File: config.mk
export PLATFORM = sky130hd
export DESIGN_NAME = dual_phase_serial_tx
export DESIGN_NICKNAME = d
export VERILOG_FILES = /design/src/rtl/tx_pkg.sv /design/src/rtl/tx_frame_ctl.sv /design/src/rtl/tx_shift_reg.sv /design/src/rtl/dual_phase_serial_tx.sv
export SDC_FILE = /design/constraint.sdc
export NUM_CORES = 1
export LEC_CHECK = 0
export BUFFER_PORTS_ARGS = -buffer_cell sky130_fd_sc_hd__buf_2
export CAP_MARGIN = 0
export CORE_UTILIZATION = 54
export DETAILED_ROUTE_END_ITERATION = 10
export PLACE_DENSITY = 0.88
export SKIP_CTS_REPAIR_TIMING = 1
export SLEW_MARGIN = 20
export SYNTH_ARGS = -nofsm -noshare
export SYNTH_HDL_FRONTEND = slang
export SYNTH_SLANG_ARGS = --single-unit
export TNS_END_PERCENT = 10
File: constraint.sdc
create_clock -name clk -period 2.8 [get_ports clk]
set_input_delay 0.56 -clock clk [delete_from_list [all_inputs] [get_ports clk]]
set_output_delay 0.56 -clock clk [all_outputs]
set_load 0.01 [all_outputs]
File: src/rtl/tx_pkg.sv
package tx_pkg;
  localparam int unsigned MAXW  = 32;
  localparam int unsigned LEN_W = $clog2(MAXW + 1);

  typedef enum logic [1:0] {
    ST_IDLE  = 2'd0,
    ST_DELAY = 2'd1,
    ST_SHIFT = 2'd2
  } tx_state_e;

  function automatic logic [LEN_W-1:0] code_to_len(input logic [2:0] code);
    case (code)
      3'd0:    code_to_len = LEN_W'(8);
      3'd1:    code_to_len = LEN_W'(12);
      3'd2:    code_to_len = LEN_W'(16);
      3'd3:    code_to_len = LEN_W'(20);
      3'd4:    code_to_len = LEN_W'(24);
      default: code_to_len = LEN_W'(MAXW);
    endcase
  endfunction
endpackage

File: src/rtl/tx_frame_ctl.sv
module tx_frame_ctl
  import tx_pkg::*;
#(
  parameter int unsigned FL_W = 7
) (
  input  logic             clk,
  input  logic             rst_n,
  input  logic             tick,
  input  logic             en,
  input  logic             fsync,
  input  logic [2:0]       wl1_code,
  input  logic [2:0]       wl2_code,
  input  logic [FL_W-1:0]  fl1,
  input  logic [FL_W-1:0]  fl2,
  input  logic             dual,
  input  logic             dly,
  input  logic             ign,
  output logic             do_load,
  output logic             do_shift,
  output logic             do_zero,
  output logic [LEN_W-1:0] load_len,
  output logic             sync_err
);
  tx_state_e        st_q, st_d;
  logic [LEN_W-1:0] left_q, left_d;
  logic [FL_W-1:0]  wcnt_q, wcnt_d;
  logic             ph_q, ph_d;
  logic             fsp_q;
  logic             err_q, err_d;

  logic [LEN_W-1:0] len1, len2, len_cur;
  logic [FL_W-1:0]  fl_cur;
  logic             start, frame_last, frame_end, premature;

  always_comb begin
    len1       = code_to_len(wl1_code);
    len2       = code_to_len(wl2_code);
    fl_cur     = ph_q ? fl2 : fl1;
    len_cur    = ph_q ? len2 : len1;
    start      = tick && fsync && !fsp_q;
    frame_last = (left_q == '0) && (wcnt_q == fl_cur) && (ph_q || !dual);
    frame_end  = (st_q == ST_SHIFT) && frame_last;
    premature  = start && ((st_q == ST_DELAY) || ((st_q == ST_SHIFT) && !frame_last));

    st_d     = st_q;
    left_d   = left_q;
    wcnt_d   = wcnt_q;
    ph_d     = ph_q;
    err_d    = err_q;
    do_load  = 1'b0;
    do_shift = 1'b0;
    do_zero  = 1'b0;
    load_len = len1;

    if (!en) begin
      st_d    = ST_IDLE;
      left_d  = '0;
      wcnt_d  = '0;
      ph_d    = 1'b0;
      err_d   = 1'b0;
      do_zero = 1'b1;
    end else if (tick) begin
      if (start && ((st_q == ST_IDLE) || frame_end || (premature && !ign))) begin
        if (premature) err_d = 1'b1;
        ph_d   = 1'b0;
        wcnt_d = '0;
        if (dly) begin
          st_d    = ST_DELAY;
          do_zero = 1'b1;
        end else begin
          st_d     = ST_SHIFT;
          left_d   = len1 - 1'b1;
          do_load  = 1'b1;
          load_len = len1;
        end
      end else begin
        case (st_q)
          ST_IDLE: do_zero = 1'b1;
          ST_DELAY: begin
            st_d     = ST_SHIFT;
            left_d   = len1 - 1'b1;
            do_load  = 1'b1;
            load_len = len1;
          end
          ST_SHIFT: begin
            if (left_q != '0) begin
              left_d   = left_q - 1'b1;
              do_shift = 1'b1;
            end else if (frame_last) begin
              st_d    = ST_IDLE;
              do_zero = 1'b1;
            end else if (wcnt_q != fl_cur) begin
              wcnt_d   = wcnt_q + 1'b1;
              left_d   = len_cur - 1'b1;
              do_load  = 1'b1;
              load_len = len_cur;
            end else begin
              ph_d     = 1'b1;
              wcnt_d   = '0;
              left_d   = len2 - 1'b1;
              do_load  = 1'b1;
              load_len = len2;
            end
          end
          default: st_d = ST_IDLE;
        endcase
      end
    end
  end

  always_ff @(posedge clk or negedge rst_n) begin
    if (!rst_n) begin
      st_q   <= ST_IDLE;
      left_q <= '0;
      wcnt_q <= '0;
      ph_q   <= 1'b0;
      err_q  <= 1'b0;
    end else if (tick || !en) begin
      st_q   <= st_d;
      left_q <= left_d;
      wcnt_q <= wcnt_d;
      ph_q   <= ph_d;
      err_q  <= err_d;
    end
  end

  always_ff @(posedge clk or negedge rst_n) begin
    if (!rst_n)    fsp_q <= 1'b0;
    else if (tick) fsp_q <= fsync;
  end

  assign sync_err = err_q;

  // an error can only appear after an un-ignored sync sample
  a_r8_err_cause: assert property (@(posedge clk) disable iff (!rst_n)
    $rose(sync_err) |-> $past(tick && fsync && !ign && en));

  // release low returns to idle with the error cleared
  a_r11_release_clear: assert property (@(posedge clk) disable iff (!rst_n)
    !en |=> (!sync_err && st_q == ST_IDLE));

  // the second phase is only entered when dual-phase is configured
  a_r5_phase_needs_dual: assert property (@(posedge clk) disable iff (!rst_n)
    (st_q != ST_IDLE && ph_q) |-> dual);
endmodule

File: src/rtl/tx_shift_reg.sv
module tx_shift_reg
  import tx_pkg::*;
(
  input  logic             clk,
  input  logic             rst_n,
  input  logic             en,
  input  logic             do_load,
  input  logic             do_shift,
  input  logic             do_zero,
  input  logic [LEN_W-1:0] load_len,
  input  logic [MAXW-1:0]  tx_data,
  input  logic             tx_valid,
  output logic             sdo,
  output logic             tx_req,
  output logic             underrun
);
  logic [MAXW-1:0]  sh_q, sh_d;
  logic [MAXW-1:0]  last_q;
  logic             act_q, act_d;
  logic             req_q;
  logic             urun_q, urun_d;
  logic [MAXW-1:0]  src;
  logic [LEN_W-1:0] shamt;

  always_comb begin
    src    = tx_valid ? tx_data : last_q;
    shamt  = LEN_W'(MAXW) - load_len;
    sh_d   = sh_q;
    act_d  = act_q;
    urun_d = urun_q;
    if (do_zero) begin
      act_d = 1'b0;
    end else if (do_load) begin
      sh_d  = src << shamt;
      act_d = 1'b1;
      if (!tx_valid) urun_d = 1'b1;
    end else if (do_shift) begin
      sh_d = {sh_q[MAXW-2:0], 1'b0};
    end
    if (!en) urun_d = 1'b0;
  end

  always_ff @(posedge clk or negedge rst_n) begin
    if (!rst_n) begin
      sh_q   <= '0;
      act_q  <= 1'b0;
      urun_q <= 1'b0;
      req_q  <= 1'b0;
    end else begin
      if (do_load || do_shift || do_zero) begin
        sh_q  <= sh_d;
        act_q <= act_d;
      end
      urun_q <= urun_d;
      req_q  <= do_load;
    end
  end

  always_ff @(posedge clk or negedge rst_n) begin
    if (!rst_n)                   last_q <= '0;
    else if (do_load && tx_valid) last_q <= tx_data;
  end

  assign sdo      = sh_q[MAXW-1] & act_q;
  assign tx_req   = req_q;
  assign underrun = urun_q;

  // the request strobe is a single-cycle pulse
  a_r6_req_pulse: assert property (@(posedge clk) disable iff (!rst_n)
    tx_req |=> !tx_req);

  // underrun stays set while released
  a_r7_urun_sticky: assert property (@(posedge clk) disable iff (!rst_n)
    (underrun && en) |=> underrun);

  // no shifter activity means a steady serial output
  a_r12_quiet_out: assert property (@(posedge clk) disable iff (!rst_n)
    (en && !do_load && !do_shift && !do_zero) |=> $stable(sdo));
endmodule

File: src/rtl/dual_phase_serial_tx.sv
module dual_phase_serial_tx
  import tx_pkg::*;
#(
  parameter int unsigned FL_W = 7
) (
  input  logic              clk,
  input  logic              rst_n,
  input  logic              bit_tick,
  input  logic              fsync,
  input  logic              tx_en,
  input  logic [2*FL_W+8:0] cfg,
  input  logic [MAXW-1:0]   tx_data,
  input  logic              tx_valid,
  output logic              sdo,
  output logic              tx_req,
  output logic              sync_err,
  output logic              underrun
);
  localparam int unsigned FL1_LSB = 3;
  localparam int unsigned WL2_LSB = FL1_LSB + FL_W;
  localparam int unsigned FL2_LSB = WL2_LSB + 3;
  localparam int unsigned DUAL_B  = FL2_LSB + FL_W;
  localparam int unsigned DLY_B   = DUAL_B + 1;
  localparam int unsigned IGN_B   = DUAL_B + 2;

  logic             do_load, do_shift, do_zero;
  logic [LEN_W-1:0] load_len;

  tx_frame_ctl #(.FL_W(FL_W)) u_ctl (
    .clk      (clk),
    .rst_n    (rst_n),
    .tick     (bit_tick),
    .en       (tx_en),
    .fsync    (fsync),
    .wl1_code (cfg[2:0]),
    .wl2_code (cfg[WL2_LSB +: 3]),
    .fl1      (cfg[FL1_LSB +: FL_W]),
    .fl2      (cfg[FL2_LSB +: FL_W]),
    .dual     (cfg[DUAL_B]),
    .dly      (cfg[DLY_B]),
    .ign      (cfg[IGN_B]),
    .do_load  (do_load),
    .do_shift (do_shift),
    .do_zero  (do_zero),
    .load_len (load_len),
    .sync_err (sync_err)
  );

  tx_shift_reg u_shift (
    .clk      (clk),
    .rst_n    (rst_n),
    .en       (tx_en),
    .do_load  (do_load),
    .do_shift (do_shift),
    .do_zero  (do_zero),
    .load_len (load_len),
    .tx_data  (tx_data),
    .tx_valid (tx_valid),
    .sdo      (sdo),
    .tx_req   (tx_req),
    .underrun (underrun)
  );
endmodule

==> results.md <==
* HPWL after detailed placement at 15,300 um
* Hold Path Class: in -> async
* Total DRC errors in the routed layout at 0
* CTS tree: yes
* Minimum clock period at approximately 3.1 ns
* IO buf count at 64
* Switch share at 0.349
* Worst clock skew at ~0.018 ns
* Antenna-violating nets left at 0
* DRC violation total after the first TritonRoute iteration at about 480
* Nets at between 800 and 900
* Largest voltage drop on the vdd net at 0.439 mV
* Number of sinks driven by the clock tree at 85
* Final critical-path share of the clock period at 1.12
* Portion of total power attributed to sequential cells at 0.428
* Max-cap violation count at 0
* Total Neg Setup Slack at -10.13 ns
* Leakage power total at between 3 and 4 nW
* RSZ-0062 raised after global routing: yes
* Final Power at 3.62 mW
* Setup crit start kind: register
* Endpoint type of the worst setup path: register
* Synth Area per Inst at around 9.3 sq um
* Number of endpoints with negative hold slack in the final report at 0
* Layout cell share with drive strength beyond 1 at 0.409
* DRT Pass-1 Iters at 5
* Total routing resource utilization after global routing at 0.355
* Clock transition at the registers of the reported paths at roughly 0.09 ns
* Vias in the first global route at 5,776
* Required time of the worst setup path at just over 3 ns
* Combinational cell fraction of total power at 0.329
* Remaining max-slew budget at the tightest pin at 0.475
* Critical path fanouts, max at 8
* Crit Path Class: reg -> reg
* Post-Synthesis Cells at roughly 640
* Largest net degree at the start of global routing at 86
* Cell type with the largest total area after synthesis: dfrtp_1
* Insertion delay of the later-clocked pin in the worst-skew pair at ~0.39 ns
* Initial standard-cell utilization of the core at 0.567
* Deepest clock path buffer count at 2
* Final count of pins violating max slew at 0
* Critical path cell sequence: mux2i_1 > xor2_1 > buf_4 > nand3_2 > o21a_4 > buf_6 > nor3_4 > buf_6 > buf_6 > mux2i_1 > buf_4 > nor2_4 > a221oi_2 > a22oi_1
* Vert. Die Dim at 107 um
* Horizontal die dimension at approximately 110 um
* Vias per inst at approximately 6.3
* Part of the power in the clock network at 0.243
* Cell chosen for the clock root: clkbuf_8
* Warnings from Yosys at 0
* Failing checks: setup timing
* Die area at 0.0115 sq mm
* # H-tree levels at 3
* Number of enable flip-flop cells after synthesis at 0
* Area share of the leading cell type in the synthesized netlist at 0.357
* Total global routing overflow at 0
* Longest individual stage delay on the worst path at between 0.5 and 0.6 ns
* Number of setup violations in the final report at 67
* Fill cells at 745
* Most frequent cells after synthesis: 85 x dfrtp_1, 58 x mux2i_1, 57 x nand2_1, 51 x mux2_2, 49 x nor2_1
* Via count at around 6,100
* Syn nets at 708
* Top area cells in the synthesized netlist: dfrtp_1 36%, mux2i_1 9.7%, mux2_2 9.6%, nand2_1 3.6%, a21oi_1 3.2%
* Yosys cell types at 79
* Std cell rows at 37
* Syn-to-layout area delta at 33.2%
* Sequential element share of the synthesized area at 0.357
* Area taken by multi-input logic gates at roughly 0.004 sq mm
* Fraction of registers with async set or reset after synthesis at 1.00
* Register Area at about 0.0021 sq mm
* Count leader, synth: dfrtp_1
* Worst Path Arrival at 3.39 ns
* Top flip-flop cell by instance count after synthesis: dfrtp_1
* I/O pin cnt at 65
* Highest attainable clock frequency at roughly 320 MHz
* Number of placed cells counting well taps at between 900 and 1,000
* Final Hold Slack at between 0.15 and 0.2 ns
* Master of the slowest instance on the critical path: dfrtp_2
* Mean routed wirelength per cell at roughly 21 um
* Register bit total from synthesis at 85
* Post-route insts no fill at between 900 and 1,000
* First-pass GRT wire length at 30,800 um
* Run status: complete, but fails checks
* Area of the core region at between 0.01 and 0.015 sq mm
* Internal cell power at 2.36 mW
* Most prevalent standard cell on the critical path: buf_6
* Total power divided by cell area at between 400 and 500 mW/mm^2
* Post-synthesis instance area at around 0.006 sq mm
* Measured slew at the worst slew-check pin at 0.787 ns
* Diodes inserted at 0
* Switching pwr at about 1.3 mW
* Total detailed-routing wirelength at 20,200 um
* Num CTS Buffers at 9
* Antenna violations before repair at 0
* Final worst slack at -0.331 ns
* Global placer's final weighted congestion at ~1.0
* Post-Place Setup Slack at -0.575 ns
-- through the flow --
stage	utilization	instance area, sq um
4_1_cts	0.709	7460
3_5_place_dp	0.691	7270
2_1_floorplan	-	5980
6_report	0.755	7940
3_3_place_gp	0.691	7270
5_1_grt	0.755	7940
-- sequential cells by signal, summed over array words and instances, names as in the netlist --
| register | count |
|---|---|
| u_shift.tx_req | 1 |
| u_shift.underrun | 1 |
| u_ctl.ph_q | 1 |
| u_ctl.sync_err | 1 |
| u_shift.last_q | 32 |
| u_ctl.left_q | 6 |
| u_ctl.wcnt_q | 7 |
| u_shift.act_q | 1 |
| u_ctl.st_q | 2 |
| u_shift.sh_q | 32 |
| u_ctl.fsp_q | 1 |
-- placed cells by master, fill, tap and decap left out, types with 4 or more instances in the layout --
| master | count |
|---|---|
| nand2_1 | 53 |
| nand3_2 | 5 |
| o21ai_0 | 30 |
| a21oi_1 | 35 |
| nor2b_1 | 9 |
| xor2_1 | 7 |
| a211oi_2 | 4 |
| a31oi_1 | 11 |
| mux2i_1 | 54 |
| a22oi_2 | 5 |
| buf_2 | 63 |
| a221oi_1 | 6 |
| nor2_4 | 5 |
| inv_1 | 15 |
| clkbuf_8 | 11 |
| and3_1 | 4 |
| nand2b_1 | 12 |
| mux2i_2 | 4 |
| ha_1 | 5 |
| mux2_2 | 49 |
| nor3_1 | 8 |
| buf_6 | 13 |
| a21o_1 | 8 |
| o211ai_1 | 13 |
| dfrtp_1 | 84 |
| nand3_1 | 11 |
| buf_12 | 6 |
| and2_1 | 6 |
| nor2_1 | 43 |
| buf_4 | 114 |
| a22oi_1 | 5 |
| a221oi_2 | 5 |
| o21ai_1 | 8 |
| a211oi_1 | 7 |
-- path summary, 6_finish.rpt --
path,depth (start not counted),start,slack [ns],to
setup / recovery,14,u_ctl.ph_q$_DFFE_PN0P_,-0.33,u_shift.sh_q[23]$_DFFE_PN0P_
hold / removal,1,rst_n,0.20,u_ctl.fsp_q$_DFFE_PN0P_
setup reg to reg,14,u_ctl.ph_q$_DFFE_PN0P_,-0.33,u_shift.sh_q[23]$_DFFE_PN0P_
hold reg to reg,1,u_shift.act_q$_DFFE_PN0P_,0.50,u_shift.act_q$_DFFE_PN0P_
max in group asynchronous,1,rst_n,2.03,u_ctl.left_q[5]$_DFFE_PN0P_
min in group clk,2,tx_data[10],0.41,u_shift.last_q[10]$_DFFE_PN0P_
-- layer usage --
layer  global-route usage  share of wire
met1                0.510           0.44
met2                0.548           0.46
met3               0.0590          0.072
met4                0.108          0.029
met5                    0              0
-- kinds of logic after synthesis --
logic type	count (synthesis)	share of synthesized area
compound gates	191	0.223
simple gates	191	0.161
mux	112	0.199
flops	85	0.357
buf+inv	49	0.0357
xor+xnor	9	0.0132
fa+ha+maj	5	0.0105
-- final cells by class --
cell class | count | area share
sequential | 85 | 0.268
tap | 136 | 0.0214
inverter | 17 | 0.00804
timing repair buffer | 197 | 0.183
multi-input combinational | 508 | 0.496
clock inverter | 5 | 0.00489
clock buffer | 11 | 0.0191
-- power groups by stage --
| stage | logic [mW] | registers [mW] | clock network, mW |
|---|---|---|---|
| after detailed placement | 1.06 | 1.57 | 0 |
| after global routing | 1.27 | 1.57 | 0.944 |
| after floorplan | 0.630 | 1.53 | 0 |
| final | 1.19 | 1.55 | 0.879 |
| after CTS | 1.06 | 1.54 | 0.883 |
| after global placement | 1.03 | 1.55 | 0 |
-- critical path: cells and delay by family (launching register included) --
family	cells	cell delay (ns)
muxes	2	0.45
and+or+nand+nor	3	0.37
xor gates and xnor gates	1	0.25
buffers and inverters	5	0.70
AOI/OAI and AO/OA	3	0.71
DFF	1	0.51
No activity file was read; power rests on OpenSTA's default activity.
